==> config.mk <==
export PLATFORM = sky130hd
export DESIGN_NAME = touch_step_seq
export DESIGN_NICKNAME = d
export VERILOG_FILES = /design/src/rtl/touch_seq_pkg.sv /design/src/rtl/touch_step_table.sv /design/src/rtl/touch_seq_fsm.sv /design/src/rtl/touch_irq_ctl.sv /design/src/rtl/touch_step_seq.sv
export SDC_FILE = /design/constraint.sdc
export NUM_CORES = 1
export LEC_CHECK = 0
export CORE_ASPECT_RATIO = 0.5
export CORE_MARGIN = 2
export CORE_UTILIZATION = 40
export CTS_CLUSTER_SIZE = 40
export DETAILED_ROUTE_END_ITERATION = 10
export HOLD_SLACK_MARGIN = 0.08
export SYNTH_ARGS = -nofsm -noshare
export SYNTH_HDL_FRONTEND = slang
export SYNTH_SLANG_ARGS = --single-unit
export TNS_END_PERCENT = 30
==> constraint.sdc <==
create_clock -name clk -period 3.9 [get_ports clk]
set_clock_uncertainty 0.2 [all_clocks]
set_input_delay 0.39 -clock clk [delete_from_list [all_inputs] [get_ports clk]]
set_output_delay 0.39 -clock clk [all_outputs]
set_load 0.05 [all_outputs]
==> src/rtl/touch_seq_pkg.sv <==
package touch_seq_pkg;
    localparam int STEP_W = 4;
    localparam int DRV_W  = 6;
    localparam int CHAN_W = 4;
    localparam int ID_W   = STEP_W + 1;
    localparam logic [ID_W-1:0] ID_IDLE   = 5'h10;
    localparam logic [ID_W-1:0] ID_CHARGE = 5'h0F;
    localparam logic [1:0] MODE_HWSYNC = 2'd2;

    localparam int A_ENABLE   = 0;
    localparam int A_CHG_CFG  = 1;
    localparam int A_CHG_DLY  = 2;
    localparam int A_IDLE_CFG = 3;
    localparam int A_THRESH   = 4;
    localparam int A_STATUS   = 5;
    localparam int A_IRQ_EN   = 6;
    localparam int A_CFG_BASE = 16;
    localparam int A_DLY_BASE = 32;

    typedef struct packed {
        logic              fsel;
        logic [CHAN_W-1:0] chan;
        logic [DRV_W-1:0]  drv;
        logic [1:0]        mode;
    } step_cfg_t;

    typedef enum logic [2:0] {
        S_IDLE, S_SYNC, S_OPEN, S_CONV, S_WAIT, S_CHARGE
    } seq_state_t;

    function automatic step_cfg_t unpack_cfg(input logic [31:0] w);
        step_cfg_t c;
        c.mode = w[1:0];
        c.drv  = w[10:5];
        c.chan = w[19:16];
        c.fsel = w[26];
        return c;
    endfunction

    // lowest enabled step strictly above cur; {found, index}
    function automatic logic [STEP_W:0] next_step(input logic [15:0] mask,
                                                  input logic [STEP_W-1:0] cur,
                                                  input int n);
        logic [STEP_W:0] r;
        r = '0;
        for (int i = n; i >= 1; i--) begin
            if (mask[i] && (STEP_W'(i) > cur)) r = {1'b1, STEP_W'(i)};
        end
        return r;
    endfunction
endpackage

==> src/rtl/touch_step_table.sv <==
module touch_step_table
    import touch_seq_pkg::*;
#(
    parameter int NSTEPS = 14,
    parameter int DLY_W  = 8,
    parameter int ADDR_W = 6
) (
    input  logic                  clk,
    input  logic                  rst_n,
    input  logic                  wr_en,
    input  logic [ADDR_W-1:0]     wr_addr,
    input  logic [31:0]           wr_data,
    input  logic                  seq_done,
    input  logic [STEP_W-1:0]     rd_idx,
    output step_cfg_t             rd_cfg,
    output logic [DLY_W-1:0]      rd_dly,
    output logic [NSTEPS:0]       en_mask,
    output logic [DRV_W-1:0]      chg_drv,
    output logic [DLY_W-1:0]      chg_dly,
    output logic [DRV_W-1:0]      idle_drv
);
    step_cfg_t        cfg_q [NSTEPS+1];
    logic [DLY_W-1:0] dly_q [NSTEPS+1];
    logic             en_wr;

    assign en_wr = wr_en && (wr_addr == ADDR_W'(A_ENABLE));

    for (genvar s = 0; s <= NSTEPS; s++) begin : g_slot
        if (s == 0) begin : g_null
            assign cfg_q[s] = '0;
            assign dly_q[s] = '0;
        end else begin : g_reg
            always_ff @(posedge clk or negedge rst_n) begin
                if (!rst_n) begin
                    cfg_q[s] <= '0;
                    dly_q[s] <= '0;
                end else if (wr_en) begin
                    if (wr_addr == ADDR_W'(A_CFG_BASE + s)) cfg_q[s] <= unpack_cfg(wr_data);
                    if (wr_addr == ADDR_W'(A_DLY_BASE + s)) dly_q[s] <= wr_data[DLY_W-1:0];
                end
            end
        end
    end

    always_comb begin
        rd_cfg = '0;
        rd_dly = '0;
        for (int s = 0; s <= NSTEPS; s++) begin
            if (rd_idx == STEP_W'(s)) begin
                rd_cfg = cfg_q[s];
                rd_dly = dly_q[s];
            end
        end
    end

    always_ff @(posedge clk or negedge rst_n) begin
        if (!rst_n) begin
            en_mask  <= '0;
            chg_drv  <= '0;
            chg_dly  <= '0;
            idle_drv <= '0;
        end else begin
            if (en_wr)         en_mask <= wr_data[NSTEPS:0];
            else if (seq_done) en_mask <= '0;
            if (wr_en && wr_addr == ADDR_W'(A_CHG_CFG))  chg_drv  <= wr_data[10:5];
            if (wr_en && wr_addr == ADDR_W'(A_CHG_DLY))  chg_dly  <= wr_data[DLY_W-1:0];
            if (wr_en && wr_addr == ADDR_W'(A_IDLE_CFG)) idle_drv <= wr_data[10:5];
        end
    end

    AST_EN_CLEAR: assert property (@(posedge clk) disable iff (!rst_n)
        (seq_done && !en_wr) |=> (en_mask == '0));
endmodule

==> src/rtl/touch_seq_fsm.sv <==
module touch_seq_fsm
    import touch_seq_pkg::*;
#(
    parameter int NSTEPS = 14,
    parameter int DLY_W  = 8,
    parameter int ADC_W  = 12
) (
    input  logic                     clk,
    input  logic                     rst_n,
    input  logic                     start,
    input  logic                     pen_down,
    input  logic                     adc_done,
    input  logic [ADC_W-1:0]         adc_data,
    input  logic [NSTEPS:0]          en_mask,
    input  step_cfg_t                cur_cfg,
    input  logic [DLY_W-1:0]         cur_dly,
    input  logic [DRV_W-1:0]         chg_drv,
    input  logic [DLY_W-1:0]         chg_dly,
    input  logic [DRV_W-1:0]         idle_drv,
    output logic [STEP_W-1:0]        cur_idx,
    output logic                     seq_done,
    output logic                     pen_up_evt,
    output logic                     adc_start,
    output logic [CHAN_W-1:0]        adc_chan,
    output logic [DRV_W-1:0]         panel_drv,
    output logic                     fifo0_wr,
    output logic                     fifo1_wr,
    output logic [STEP_W+ADC_W-1:0]  fifo_wdata,
    output logic [ID_W-1:0]          step_id
);
    seq_state_t        state_q, state_d;
    logic [STEP_W-1:0] cur_q, cur_d;
    logic [DLY_W-1:0]  cnt_q, cnt_d;
    logic [STEP_W:0]   nxt;

    assign nxt     = next_step(16'(en_mask), cur_q, NSTEPS);
    assign cur_idx = cur_q;

    always_ff @(posedge clk or negedge rst_n) begin
        if (!rst_n) begin
            state_q <= S_IDLE;
            cur_q   <= '0;
            cnt_q   <= '0;
        end else begin
            state_q <= state_d;
            cur_q   <= cur_d;
            cnt_q   <= cnt_d;
        end
    end

    always_comb begin
        state_d  = state_q;
        cur_d    = cur_q;
        cnt_d    = cnt_q;
        seq_done = 1'b0;
        unique case (state_q)
            S_IDLE: if (start) begin
                if (nxt[STEP_W]) begin
                    cur_d   = nxt[STEP_W-1:0];
                    state_d = S_SYNC;
                end else if (en_mask[0]) begin
                    cnt_d   = chg_dly;
                    state_d = S_CHARGE;
                end
            end
            S_SYNC: if (cur_cfg.mode != MODE_HWSYNC || pen_down) begin
                cnt_d   = cur_dly;
                state_d = S_OPEN;
            end
            S_OPEN: begin
                if (cnt_q == '0) state_d = S_CONV;
                else             cnt_d   = cnt_q - 1'b1;
            end
            S_CONV: state_d = S_WAIT;
            S_WAIT: if (adc_done) begin
                if (nxt[STEP_W]) begin
                    cur_d   = nxt[STEP_W-1:0];
                    state_d = S_SYNC;
                end else if (en_mask[0]) begin
                    cur_d   = '0;
                    cnt_d   = chg_dly;
                    state_d = S_CHARGE;
                end else begin
                    cur_d    = '0;
                    seq_done = 1'b1;
                    state_d  = S_IDLE;
                end
            end
            S_CHARGE: begin
                if (cnt_q == '0) begin
                    seq_done = 1'b1;
                    state_d  = S_IDLE;
                end else begin
                    cnt_d = cnt_q - 1'b1;
                end
            end
            default: state_d = S_IDLE;
        endcase
    end

    assign pen_up_evt = seq_done && !pen_down;

    always_comb begin
        adc_start  = 1'b0;
        adc_chan   = '0;
        panel_drv  = idle_drv;
        step_id    = ID_IDLE;
        fifo0_wr   = 1'b0;
        fifo1_wr   = 1'b0;
        fifo_wdata = {cur_q, adc_data};
        unique case (state_q)
            S_SYNC, S_OPEN, S_CONV, S_WAIT: begin
                step_id   = {1'b0, cur_q};
                panel_drv = cur_cfg.drv;
                adc_chan  = cur_cfg.chan;
                adc_start = (state_q == S_CONV);
                if (state_q == S_WAIT) begin
                    fifo1_wr = adc_done && cur_cfg.fsel;
                    fifo0_wr = adc_done && !cur_cfg.fsel;
                end
            end
            S_CHARGE: begin
                step_id   = ID_CHARGE;
                panel_drv = chg_drv;
            end
            default: ;
        endcase
    end

    AST_START_PULSE: assert property (@(posedge clk) disable iff (!rst_n)
        adc_start |=> !adc_start);
    AST_IDLE_AFTER_DONE: assert property (@(posedge clk) disable iff (!rst_n)
        seq_done |=> (step_id == ID_IDLE));
    AST_SYNC_HOLD: assert property (@(posedge clk) disable iff (!rst_n)
        (state_q == S_SYNC && cur_cfg.mode == MODE_HWSYNC && !pen_down)
            |=> ($stable(step_id) && !adc_start));
endmodule

==> src/rtl/touch_irq_ctl.sv <==
module touch_irq_ctl
    import touch_seq_pkg::*;
#(
    parameter int FIFO_DEPTH = 64,
    parameter int DEF_THR    = 6,
    parameter int ADDR_W     = 6
) (
    input  logic              clk,
    input  logic              rst_n,
    input  logic              wr_en,
    input  logic [ADDR_W-1:0] wr_addr,
    input  logic [31:0]       wr_data,
    input  logic              fifo1_wr,
    input  logic              fifo1_pop,
    input  logic              pen_up_evt,
    output logic [1:0]        irq_raw,
    output logic              irq
);
    localparam int CNT_W = $clog2(FIFO_DEPTH + 1);

    logic [CNT_W-1:0] cnt_q, cnt_d, thr_q;
    logic [1:0]       raw_q, en_q, clr;
    logic             thr_set;

    always_comb begin
        cnt_d = cnt_q;
        if (fifo1_wr && cnt_q != CNT_W'(FIFO_DEPTH)) cnt_d = cnt_d + 1'b1;
        if (fifo1_pop && cnt_q != '0)               cnt_d = cnt_d - 1'b1;
    end

    assign thr_set = (cnt_q < thr_q) && (cnt_d >= thr_q);
    assign clr     = (wr_en && wr_addr == ADDR_W'(A_STATUS)) ? wr_data[1:0] : 2'b00;

    always_ff @(posedge clk or negedge rst_n) begin
        if (!rst_n) begin
            cnt_q <= '0;
            thr_q <= CNT_W'(DEF_THR);
            raw_q <= '0;
            en_q  <= '0;
        end else begin
            cnt_q <= cnt_d;
            raw_q <= (raw_q & ~clr) | {pen_up_evt, thr_set};
            if (wr_en && wr_addr == ADDR_W'(A_THRESH)) thr_q <= wr_data[CNT_W-1:0];
            if (wr_en && wr_addr == ADDR_W'(A_IRQ_EN)) en_q  <= wr_data[1:0];
        end
    end

    assign irq_raw = raw_q;
    assign irq     = |(raw_q & en_q);

    AST_W1C: assert property (@(posedge clk) disable iff (!rst_n)
        (clr[0] && !thr_set) |=> !irq_raw[0]);
    AST_THR_RISE: assert property (@(posedge clk) disable iff (!rst_n)
        (fifo1_wr && !fifo1_pop && cnt_q == thr_q - 1'b1 && thr_q != '0) |=> irq_raw[0]);
endmodule

==> src/rtl/touch_step_seq.sv <==
module touch_step_seq
    import touch_seq_pkg::*;
#(
    parameter int NSTEPS     = 14,
    parameter int DLY_W      = 8,
    parameter int ADC_W      = 12,
    parameter int ADDR_W     = 6,
    parameter int FIFO_DEPTH = 64,
    parameter int DEF_THR    = 6
) (
    input  logic                    clk,
    input  logic                    rst_n,
    input  logic                    wr_en,
    input  logic [ADDR_W-1:0]       wr_addr,
    input  logic [31:0]             wr_data,
    input  logic                    start,
    input  logic                    pen_down,
    input  logic                    adc_done,
    input  logic [ADC_W-1:0]        adc_data,
    input  logic                    fifo1_pop,
    output logic                    adc_start,
    output logic [CHAN_W-1:0]       adc_chan,
    output logic [DRV_W-1:0]        panel_drv,
    output logic                    fifo0_wr,
    output logic                    fifo1_wr,
    output logic [STEP_W+ADC_W-1:0] fifo_wdata,
    output logic [ID_W-1:0]         step_id,
    output logic [1:0]              irq_raw,
    output logic                    irq
);
    step_cfg_t         cur_cfg;
    logic [DLY_W-1:0]  cur_dly, chg_dly;
    logic [NSTEPS:0]   en_mask;
    logic [DRV_W-1:0]  chg_drv, idle_drv;
    logic [STEP_W-1:0] cur_idx;
    logic              seq_done, pen_up_evt;

    touch_step_table #(.NSTEPS(NSTEPS), .DLY_W(DLY_W), .ADDR_W(ADDR_W)) u_table (
        .clk(clk), .rst_n(rst_n), .wr_en(wr_en), .wr_addr(wr_addr), .wr_data(wr_data),
        .seq_done(seq_done), .rd_idx(cur_idx), .rd_cfg(cur_cfg), .rd_dly(cur_dly),
        .en_mask(en_mask), .chg_drv(chg_drv), .chg_dly(chg_dly), .idle_drv(idle_drv)
    );

    touch_seq_fsm #(.NSTEPS(NSTEPS), .DLY_W(DLY_W), .ADC_W(ADC_W)) u_fsm (
        .clk(clk), .rst_n(rst_n), .start(start), .pen_down(pen_down),
        .adc_done(adc_done), .adc_data(adc_data), .en_mask(en_mask),
        .cur_cfg(cur_cfg), .cur_dly(cur_dly), .chg_drv(chg_drv), .chg_dly(chg_dly),
        .idle_drv(idle_drv), .cur_idx(cur_idx), .seq_done(seq_done),
        .pen_up_evt(pen_up_evt), .adc_start(adc_start), .adc_chan(adc_chan),
        .panel_drv(panel_drv), .fifo0_wr(fifo0_wr), .fifo1_wr(fifo1_wr),
        .fifo_wdata(fifo_wdata), .step_id(step_id)
    );

    touch_irq_ctl #(.FIFO_DEPTH(FIFO_DEPTH), .DEF_THR(DEF_THR), .ADDR_W(ADDR_W)) u_irq (
        .clk(clk), .rst_n(rst_n), .wr_en(wr_en), .wr_addr(wr_addr), .wr_data(wr_data),
        .fifo1_wr(fifo1_wr), .fifo1_pop(fifo1_pop), .pen_up_evt(pen_up_evt),
        .irq_raw(irq_raw), .irq(irq)
    );
endmodule

Yosys cells after proc, flatten, opt, wreduce, memory -nomap -nowiden
Cells that the tools add are included.
{"block": "totals", "register_bits": 362, "inputBits": 57, "out_inout_bits": 37, "elab_cells": 320}
{"block": "classes", "addsub": 3, "n_lt_le_gt_ge": 16, "eq_ne": 63, "n_mux": 82, "n_bitwise": 4, "reduce_logical": 71}
{"cell": "two-way mux 13 bit", "n": 14}
{"cell": "two-way mux 8 bit", "n": 20}
{"cell": "equality test 6 x 5 -> 1 bit (second input constant)", "n": 14}
{"cell": "equality test 6 bit (second input constant)", "n": 14}
{"cell": "two-way mux 5 bit", "n": 14}
{"cell": "AND reduction 2 bit", "n": 28}
{"cell": "case mux 8 bit (4 select lines)", "n": 1}
{"cell": "two-way mux 15 bit", "n": 2}
{"cell": "equality test 4 bit (second input constant)", "n": 7}
{"cell": "> comparator 4 bit (first input constant)", "n": 7}
{"cell": "logical AND 1 bit", "n": 27}
{"cell": "two-way mux 3 bit", "n": 9}
{"cell": "two-way mux 4 bit", "n": 5}
{"cell": "equality test 6 x 3 -> 1 bit (second input constant)", "n": 3}
{"cell": "case mux 3 bit (6 select lines)", "n": 1}
{"cell": "equality test 4 x 3 -> 1 bit (second input constant)", "n": 4}
{"cell": "> comparator 3 x 4 -> 1 bit (first input constant)", "n": 4}
{"cell": "two-way mux 7 bit", "n": 2}
{"cell": "equality test 6 x 2 -> 1 bit (second input constant)", "n": 2}
{"cell": "case mux 6 bit (2 select lines)", "n": 1}
{"cell": "case mux 5 bit (2 select lines)", "n": 1}
{"cell": "two-way mux 1 bit", "n": 9}
{"cell": "equality test 4 x 2 -> 1 bit (second input constant)", "n": 2}
{"cell": "> comparator 2 x 4 -> 1 bit (first input constant)", "n": 2}
{"cell": "other kinds (34)", "n": 46}

Logic depth before layout (Yosys ltp)
Gate-level depths: netlist of run 1.
{"block": "depth", "ltp_word": 25, "depth_mapped": 20, "mapped_depth_nobuf": 18}

Modules after synthesis
From an unflattened synthesis of run 1, not the netlist that was laid out.
{"block": "unflattened", "hier_cells": 1648, "hier_area_um2": 18666.7}
{"module": "touch_step_table", "n_inst": 1, "cells_each": 1242, "area_each_um2": 15414.8, "seq_area_each_um2": 8232.9}
{"module": "touch_seq_fsm", "n_inst": 1, "cells_each": 259, "area_each_um2": 1844.3, "seq_area_each_um2": 375.4}
{"module": "touch_irq_ctl", "n_inst": 1, "cells_each": 147, "area_each_um2": 1407.6, "seq_area_each_um2": 452.9}

Least setup slack after synthesis of run 1
No wires, ideal clock.
{"block": "synth_timing", "path_kind": "flip-flop to flip-flop", "startpoint": "register u_fsm.cur_q[1], in the netlist u_fsm.cur_idx[1]", "endpoint": "register u_irq.raw_q[0], in the netlist u_irq.irq_raw[0]", "setup_time_ns": 0.127, "arrival_time_ns": 3.886, "required_time_ns": 3.573, "slack_ns": -0.313, "stages_incl_launch_ff": 20, "path_buffers": 2, "synth_period_minus_slack_ns": 4.213, "cell_sequence": "dfrtp_1 > buf_6 > buf_6 > nand2_2 > nor2_1 > a211oi_2 > o211ai_4 > nand3_2 > mux2i_1 > ha_1 > o311ai_0 > xnor2_1 > xnor2_1 > ha_1 > a21o_1 > a21o_1 > a21o_1 > a21o_1 > a21oi_1 > o21ai_0"}
{"block": "synth_between", "elab_chain_cells": 25, "word_cells_on_any_way": 38, "cone_classes": "1 x add/sub; 1 x order compare; 14 x eq/ne; 18 x mux; 1 x bitwise; 3 x reduce/logical"}
{"element": "start, declared", "line_no": "touch_seq_fsm.sv:32", "text": "logic [STEP_W-1:0] cur_q, cur_d;"}
{"element": "start signal, assigned", "line_no": "touch_seq_fsm.sv:46", "text": "cur_q <= cur_d;"}
{"element": "equality test 4 x 1 -> 1 bit", "line_no": "touch_step_table.sv:49", "text": "if (rd_idx == STEP_W'(s)) begin"}
{"element": "two-way mux 13 bit (13 in a row)", "line_no": "touch_step_table.sv:49"}
{"element": "two-way mux 13 bit *", "line_no": "touch_step_table.sv:49"}
{"element": "logical AND 1 bit *", "line_no": "touch_seq_fsm.sv:118", "text": "fifo1_wr = adc_done && cur_cfg.fsel;"}
{"element": "two-way mux 1 bit *", "line_no": "touch_seq_fsm.sv:117", "text": "if (state_q == S_WAIT) begin"}
{"element": "two-way mux 1 bit *", "line_no": "touch_seq_fsm.sv:111", "text": "unique case (state_q)"}
{"element": "logical AND 1 bit *", "line_no": "touch_irq_ctl.sv:27", "text": "if (fifo1_wr && cnt_q != CNT_W'(FIFO_DEPTH)) cnt_d = cnt_d + 1'b1;"}
{"element": "two-way mux 7 bit *", "line_no": "touch_irq_ctl.sv:27"}
{"element": "subtractor 7 x 1 -> 7 bit", "line_no": "touch_irq_ctl.sv:28", "text": "if (fifo1_pop && cnt_q != '0) cnt_d = cnt_d - 1'b1;"}
{"element": "two-way mux 7 bit *", "line_no": "touch_irq_ctl.sv:28"}
{"element": "net u_irq.cnt_d[2]", "line_no": "touch_irq_ctl.sv:21", "text": "logic [CNT_W-1:0] cnt_q, cnt_d, thr_q;"}
{"element": ">= comparator 7 bit *", "line_no": "touch_irq_ctl.sv:31", "text": "assign thr_set = (cnt_q < thr_q) && (cnt_d >= thr_q);"}
{"element": "logical AND 1 bit *", "line_no": "touch_irq_ctl.sv:31"}
{"element": "OR 2 bit *", "line_no": "touch_irq_ctl.sv:42", "text": "raw_q <= (raw_q & ~clr) | {pen_up_evt, thr_set};"}
{"element": "end signal, assigned", "line_no": "touch_irq_ctl.sv:42"}
{"element": "end, declared", "line_no": "touch_irq_ctl.sv:22", "text": "logic [1:0] raw_q, en_q, clr;"}
The timed path passes the listed nets; every way through them passes the cells marked *.
A chain may end at the register's enable or synchronous reset.

Final worst setup path of run 1
{"block": "layout_timing", "startpoint": "register u_fsm.cur_q[0], in the netlist u_fsm.cur_idx[0]", "endpoint": "register u_irq.raw_q[0], in the netlist u_irq.irq_raw[0]"}
Same word-level chain as after synthesis.

==> results of run 1 <==
[how the worst max path moves through the flow]
stage	endpoint	cells after the start	slack (ns)	from
final	u_irq.irq_raw[0]	18	-0.09	u_fsm.cur_idx[0]
after CTS	u_irq.irq_raw[0]	17	-0.05	u_fsm.cur_idx[0]
after floorplan	u_irq.irq_raw[0]	18	-0.009	u_fsm.cur_idx[0]
after global placement	u_irq.irq_raw[0]	18	-0.08	u_fsm.cur_idx[0]
after detailed placement	u_irq.irq_raw[0]	17	-0.16	u_fsm.cur_idx[0]
after global routing	u_irq.irq_raw[0]	18	-0.25	u_fsm.cur_idx[0]
[cell usage in the layout, fill, tap and decap left out, drive strengths merged, types with 30 or more instances in the layout]
cell type,Yosys,layout
a21oi,60,60
nand2,82,82
dfrtp,360,360
a22oi,36,36
nor2,83,83
mux2,335,335
o21ai,73,73
clkbuf,66,53
nor3,30,30
buf,52,141
clkdlybuf4s50,0,42
nand3,37,37
[critical path, cell delays in order (launching register included)]
cell and delay (ns):
dfrtp_4 0.50, buf_8 0.15, mux2i_1 0.13, a211oi_2 0.29
a31oi_4 0.07, o211ai_4 0.28, nand3_4 0.15, mux2i_2 0.24
ha_2 0.24, o311ai_4 0.12, xnor2_1 0.20, xnor2_1 0.16
ha_1 0.26, a21o_1 0.16, a21o_1 0.16, a21o_1 0.17
a21o_1 0.16, a21oi_1 0.15, o21ai_1 0.08
[sequential cells by signal, indices dropped and copies added (netlist names)]
signal and cells:
u_fsm.cur_idx 4, u_irq.en_q 2, u_table.idle_drv 6, u_fsm.cnt_q 8, u_table.dly_q 112, u_irq.cnt_q 7, u_irq.thr_q 7, u_table.cfg_q 182
u_table.en_mask 15, u_table.chg_dly 8, u_irq.irq_raw 2, u_table.chg_drv 6, u_fsm.state_q 3
[cell families (layout without fill, tap and decap cells)]
family / Yosys count / count (layout)
compound gates: 316 / 316
xor+xnor: 19 / 19
fa+ha+maj: 17 / 17
buf+inv: 144 / 275
flops: 362 / 362
mux: 359 / 359
simple gates: 309 / 309
[Yosys cell counts, drive strengths merged, types with 11 or more instances]
master and number:
dfrtp 360, mux2 335, nor2 83, nand2 82, o21ai 73, clkbuf 66
a21oi 60, buf 52, nand3 37, a22oi 36, nor3 30, inv 26
mux2i 24, nand2b 23, a22o 22, ha 17, o22ai 16, a31oi 14
a221oi 12, a21o 11, nor2b 11, xnor2 11
[through the flow]
step / total power, mW / utilization, % / setup TNS [ns] / area, µm² / hold WS (ns)
final: 14.16 / 48.12 / -0.08685 / 21130 / 0.2985
after global routing: 14.85 / 48.12 / -0.4224 / 21130 / 0.3122
after floorplan: 8.286 / - / -0.008525 / 17970 / -0.1056
after global placement: 10.12 / 44.92 / -0.07802 / 19730 / 0.2809
after detailed placement: 10.24 / 44.92 / -0.1599 / 19730 / 0.2848
after CTS: 14.14 / 48.06 / -0.04743 / 21110 / 0.3014
[metal layers]
metal	track usage, %	vias to the layer above
met4	5.602	2
met3	4.833	75
met5	0	-
met2	37.16	375
li1	-	5799
met1	33.43	6807
[layout make-up]
cell class	count	share of cell area, %
inverters	26	0.4618
multi-input cells	1020	39.16
clock inverters	12	0.9474
repair buffers	184	7.993
clock buffers	53	5.045
well taps	588	3.482
flip-flops and latches	362	42.92
[power by group through the flow]
stage	sequential (mW)	combinational [mW]	clock (mW)
after CTS	4.76	5.54	3.84
after global routing	4.85	6.01	4.00
after floorplan	4.78	3.51	0
after global placement	4.82	5.31	0
after detailed placement	4.85	5.39	0
final	4.78	5.61	3.77
[timing repair]
item	4_1_cts	5_1_grt
setup endpoints to repair	1	10
hold buffers	1	0
setup buffers	6	0
gates resized for setup	15	9
endpoints found under the hold margin	96	0
pin swaps	17	1
==> out/metrics.cfg, run 1 <==
[setup_path]
r2r-end = u_irq.irq_raw[0]
criticalPathCategory = register to register
cp_max_fo = 8
reg2regPathDepth = 18
rrSetupSlack_ns = -0.09
worstPathRequired_ns = 4.12
regToRegStartpoint = u_fsm.cur_idx[0]
cp-start-kind = register
end_kind = register
arrival_ns = 4.21

[die]
coreArea_um2 = 43920
die_w_um = 303.3
die_h_um = 153.7
fp.dieArea_um2 = 46610
rows = 54
start_util_pct = 40.80
io_pins = 94

[grt]
antenna_found_initial = 3
grt_max_degree = 105
grt_pass1_wl_um = 83590
grt_pass1_vias = 13520
overflow = 0
groute.usage.overall_pct = 23.59

[place]
port_buffers = 57
globalplace.congestion = 0.9064
numPlacedInstances = 2174
pre_cts_ws_ns = -0.1599
place_hpwl_um = 37940

[yosys]
ys_seq_elements = 362
synthArstFlopShare_pct = 100.0
synth_cell_types = 87
synth_top_family_by_area = multiplexers
muxShareOfSynthArea_pct = 22.48
syn_nets = 1600
synth_cells = 1526
ys_seq_area_share_pct = 50.57
synth_area_leaders = dfrtp_1 (50%), mux2_2 (21%), o21ai_0 (2.0%)
synth_top_area_cell = dfrtp_1
synth_edf_count = 0
ys.flop_type = dfrtp_1
synthAdderAreaFrac_pct = 1.187
netlist_area_um2 = 17920
yosys_warnings = 0
synth_xor_area_share_pct = 0.9707
synth_compound_area_share_pct = 12.10
syn-mean-instance-area_um2 = 11.74
yosysTopAreaCellShare_pct = 50.28
synth_simple_gate_area_share_pct = 8.743

[min_path]
hold_class = register to register
hold_depth = 1
holdPathEnd = u_table.dly_q[91]
hp-start = u_table.dly_q[91]

[pwr]
p_int_mw = 8.927
power_frac_clock_pct = 26.6
ir_worst_vdd_uv = 257.9
p_sw_share_pct = 36.94
p_leak_nw = 9.605
combPwrFrac_pct = 39.6
seq_power_share_pct = 33.7
p_switching_mw = 5.229
power.density_nw_per_um2 = 669.9

[timing]
setup_viol = 1
fin_crit_ns = 3.987
hold_viol = 0
tightest_slew_ns = 1.068
rsz0062_at_grt = true
slew_headroom_pct = 28.55
fin_ws_ns = -0.08685
drv_slew = 0
period_share_pct = 102.2
fmax_ghz = 0.2508

[route]
drc = 0
avgRoutedWirePerCell_um = 24.14
vias = 13060
drtIter0Drc = 1404
drtPass1Iterations = 5
wl_met3_um = 3306
drt_wl_total_um = 54200
viasPerCell = 5.816
maxUsedRoutingLayer = met5
drt-met1-wl_um = 24950
met2_length_um = 24750
ant_nets = 0

[layout]
n_antenna_cell = 0
stdcell_count = 2245
fill_cells = 3910
drive_gt1_share_pct = 34.82
seq_area_um2 = 9069
area_growth_pct = 17.94
nets = 1704
multiInputGateArea_um2 = 8274

[clocking]
ctsRootBufferMaster = clkbuf_16
clkTransAtPathRegs_ns = 0.07
htree_levels = 2
clk_latency_ns = 0.54
cts_buffer_depth = 3
cts_sinks = 362
cts_tree = yes
cts_made_buffers = 36

[run]
maxCapViolCount = 0

[status]
status = finished with violations
violations = setup timing

(Power assumes the default switching activity.)
==> inputs of run 2 (changes only) <==
--- a/config.mk
+++ b/config.mk
@@ -7,10 +7,11 @@
 export LEC_CHECK = 0
 export CORE_ASPECT_RATIO = 0.5
 export CORE_MARGIN = 2
-export CORE_UTILIZATION = 40
+export CORE_UTILIZATION = 47
 export CTS_CLUSTER_SIZE = 40
 export DETAILED_ROUTE_END_ITERATION = 10
 export HOLD_SLACK_MARGIN = 0.08
+export PLACE_DENSITY = 0.67
 export SYNTH_ARGS = -nofsm -noshare
 export SYNTH_HDL_FRONTEND = slang
 export SYNTH_SLANG_ARGS = --single-unit
==> run 2 against run 1 <==
Against the previous run:
- the run still ends with setup timing left
- sequential share of layout area grew 0.40 points
- sequential power barely moved
- core utilization increased by 7.8 points
- setup slack improved by 0.031 ns
- first-iteration DRC count decreased by 21%
- power fell by 1.8%
- via count up 0.84%
- final area fell by 0.92%
- highest routed layer is now met4
- clock-buffer cell count is 1 lower
==> out/metrics.cfg, run 2 (same netlist as run 1, synthesis figures left out) <==
[setup_path]
criticalPathCategory = register to register
cp_max_fo = 6  ; -2
reg2regPathDepth = 16  ; -2
arrival_ns = 4.17  ; -0.04 ns
path_cells = buf_4 -> or3_1 -> a31oi_2 -> o211ai_4 -> nand3_4 -> mux2i_2 -> ha_2 -> o311ai_4 -> nor4b_2 -> mux2i_2 -> buf_4 -> mux2i_1 -> xor2_1 -> ha_1 -> a21oi_1 -> o21ai_1
critPathMaxStageDelay_ns = 0.54  ; +0.04 ns
end_kind = register
rrSetupSlack_ns = -0.06  ; +0.03 ns
cp-start-kind = register
critPathSlowestCell = dfrtp_4
worstPathRequired_ns = 4.12  ; about the same

[timing]
period_share_pct = 101.4  ; -0.80 points
slew_headroom_pct = 36.17  ; +7.6 points
fin_crit_ns = 3.956  ; -0.03113 ns
drv_slew = 0  ; unchanged
hold_viol = 0  ; unchanged
fin_ws_ns = -0.05571  ; +0.03113 ns
holdWs_ns = 0.3012  ; +0.002634 ns
rsz0062_at_grt = true
fmax_ghz = 0.2528  ; +0.79%
tightest_slew_ns = 0.9544  ; -0.1140 ns
setup_viol = 1  ; unchanged

[layout]
stdcell_count = 2150  ; -4.2%
fill_cells = 3048  ; -22%
largest_register_ffs = 182  ; unchanged
utilization_pct = 55.87  ; +7.8 points
layout_commonest_cell = dfrtp_1
seq_area_um2 = 9069  ; unchanged
n_antenna_cell = 0  ; unchanged
area_growth_pct = 16.85
drive_gt1_share_pct = 35.21  ; +0.38 points
layout_common_cells = dfrtp_1 (356), mux2_2 (328), buf_4 (123), nand2_1 (80), nor2_1 (78)
largestRegisters = u_table.cfg_q: 182 flops, u_table.dly_q: 112 flops, u_table.en_mask: 15 flops
nets = 1706  ; +0.12%
multiInputGateArea_um2 = 8304  ; +0.36%
top_register = u_table.cfg_q

[die]
start_util_pct = 47.81  ; +7.0 points
fp.dieArea_um2 = 39790  ; -15%
die_w_um = 280.1  ; -7.6%
rows = 50  ; -7.4%
io_pins = 94  ; unchanged
die_h_um = 142.1  ; -7.5%
coreArea_um2 = 37470  ; -15%

[min_path]
hold_class = register to register
hold_depth = 1  ; unchanged

[grt]
antenna_found_initial = 1  ; -2
grt_max_degree = 114  ; +8.6%
groute.usage.overall_pct = 27.14  ; +3.5 points
overflow = 0  ; unchanged
grt_pass1_vias = 13430  ; -0.66%
grt_pass1_wl_um = 81440  ; -2.6%

[place]
port_buffers = 57  ; unchanged
pre_cts_ws_ns = -0.09426  ; +0.06567 ns
place_hpwl_um = 37160  ; -2.1%
numPlacedInstances = 2082  ; -4.2%
globalplace.congestion = 0.9259  ; +2.2%

[route]
ant_nets = 0  ; unchanged
vias = 13170  ; +0.84%
drt_wl_total_um = 53430  ; -1.4%
viasPerCell = 6.125  ; +5.3%
drtPass1Iterations = 5  ; unchanged
avgRoutedWirePerCell_um = 24.85  ; +2.9%
drc = 0  ; unchanged
drtIter0Drc = 1104  ; -21%

[clocking]
ctsRootBufferMaster = clkbuf_16
htree_levels = 2  ; unchanged
cts_made_buffers = 35  ; -2.8%
clkTransAtPathRegs_ns = 0.07  ; about the same
cts_tree = yes
clk_latency_ns = 0.54  ; about the same
cts_sinks = 362  ; unchanged
cts_buffer_depth = 3  ; unchanged

[pwr]
p_total_mw = 13.90  ; -1.8%
p_leak_nw = 9.558  ; -0.49%
power.density_nw_per_um2 = 663.7  ; -0.92%
ir_worst_vdd_uv = 323.0  ; +25%

[run]
maxCapViolCount = 0  ; unchanged

[status]
status = finished with violations
violations = setup timing

[run 2: cell types whose count changed in the layout (fill, tap and decap cells not counted), sizes merged]
cell | before | now
bufinv | 5 | 3
clkinvlp | 0 | 2
clkinv | 4 | 5
clkdlybuf4s50 | 42 | 41
inv | 29 | 25
buf | 141 | 145
clkbuf | 53 | 52
[run 2: layer usage]
layer	vias to the layer above	track usage, %	part of all wire, %	wire [µm]
li1	5787	-	-	-
met1	6807	39.05	45	24000
met2	478	41.94	45	24030
met3	96	5.450	7.5	4029
met4	0	7.487	2.6	1366
met5	-	0	0	0
[run 2: final cells by class]
cell class / count / share of cell area [%]
clock buffer: 52 / 4.883
clock inverter: 9 / 0.5857
inverter: 26 / 0.4841
multi-input combinational: 1020 / 39.66
sequential: 362 / 43.32
tap: 494 / 2.952
timing repair buffer: 187 / 8.116
[run 2: path summary, 6_finish.rpt]
| check | start | end |
|---|---|---|
| worst max-delay path | u_fsm.cur_idx[0] | u_irq.irq_raw[0] |
| min in group asynchronous | rst_n | u_table.cfg_q[164] |
| max in group asynchronous | rst_n | u_table.idle_drv[1] |
| worst min-delay path | u_table.cfg_q[160] | u_table.cfg_q[160] |
| worst min register to register | u_table.cfg_q[160] | u_table.cfg_q[160] |
| worst max register to register | u_fsm.cur_idx[0] | u_irq.irq_raw[0] |
[run 2: worst max-delay path, delay by kind of cell, from the launching register on]
family,cells,cell delay [ns]
AO/OA/AOI/OAI,5,0.74
XOR/XNOR,1,0.25
adder cells (fa/ha/maj),2,0.52
buffers and inverters,2,0.33
flip-flops,1,0.54
multiplexers,3,0.54
AND/OR/NAND/NOR,3,0.73
[run 2: metrics by stage]
step / cell area (µm²) / TNS (ns)
4_1_cts: 20870 / -0.03539
3_3_place_gp: 19610 / -0.03581
3_5_place_dp: 19610 / -0.09426
2_1_floorplan: 17970 / -0.008525
6_report: 20940 / -0.05571
5_1_grt: 20940 / -0.2209
[run 2: power by group]
part | total, mW | switching [mW] | leakage [nW] | internal, mW
combinational | 5.62 | 3.28 | 4.23 | 2.35
clock | 3.48 | 1.46 | 0.560 | 2.02
sequential | 4.79 | 0.423 | 4.77 | 4.37
total | 13.9 | 5.16 | 9.56 | 8.73
[run 2: timing repair]
action	4_1_cts	5_1_grt
pin swaps	4	1
hold buffers	1	0
endpoints found under the setup margin	3	11
setup buffers	5	1
endpoints found under the hold margin	104	0
gates resized for setup	15	14
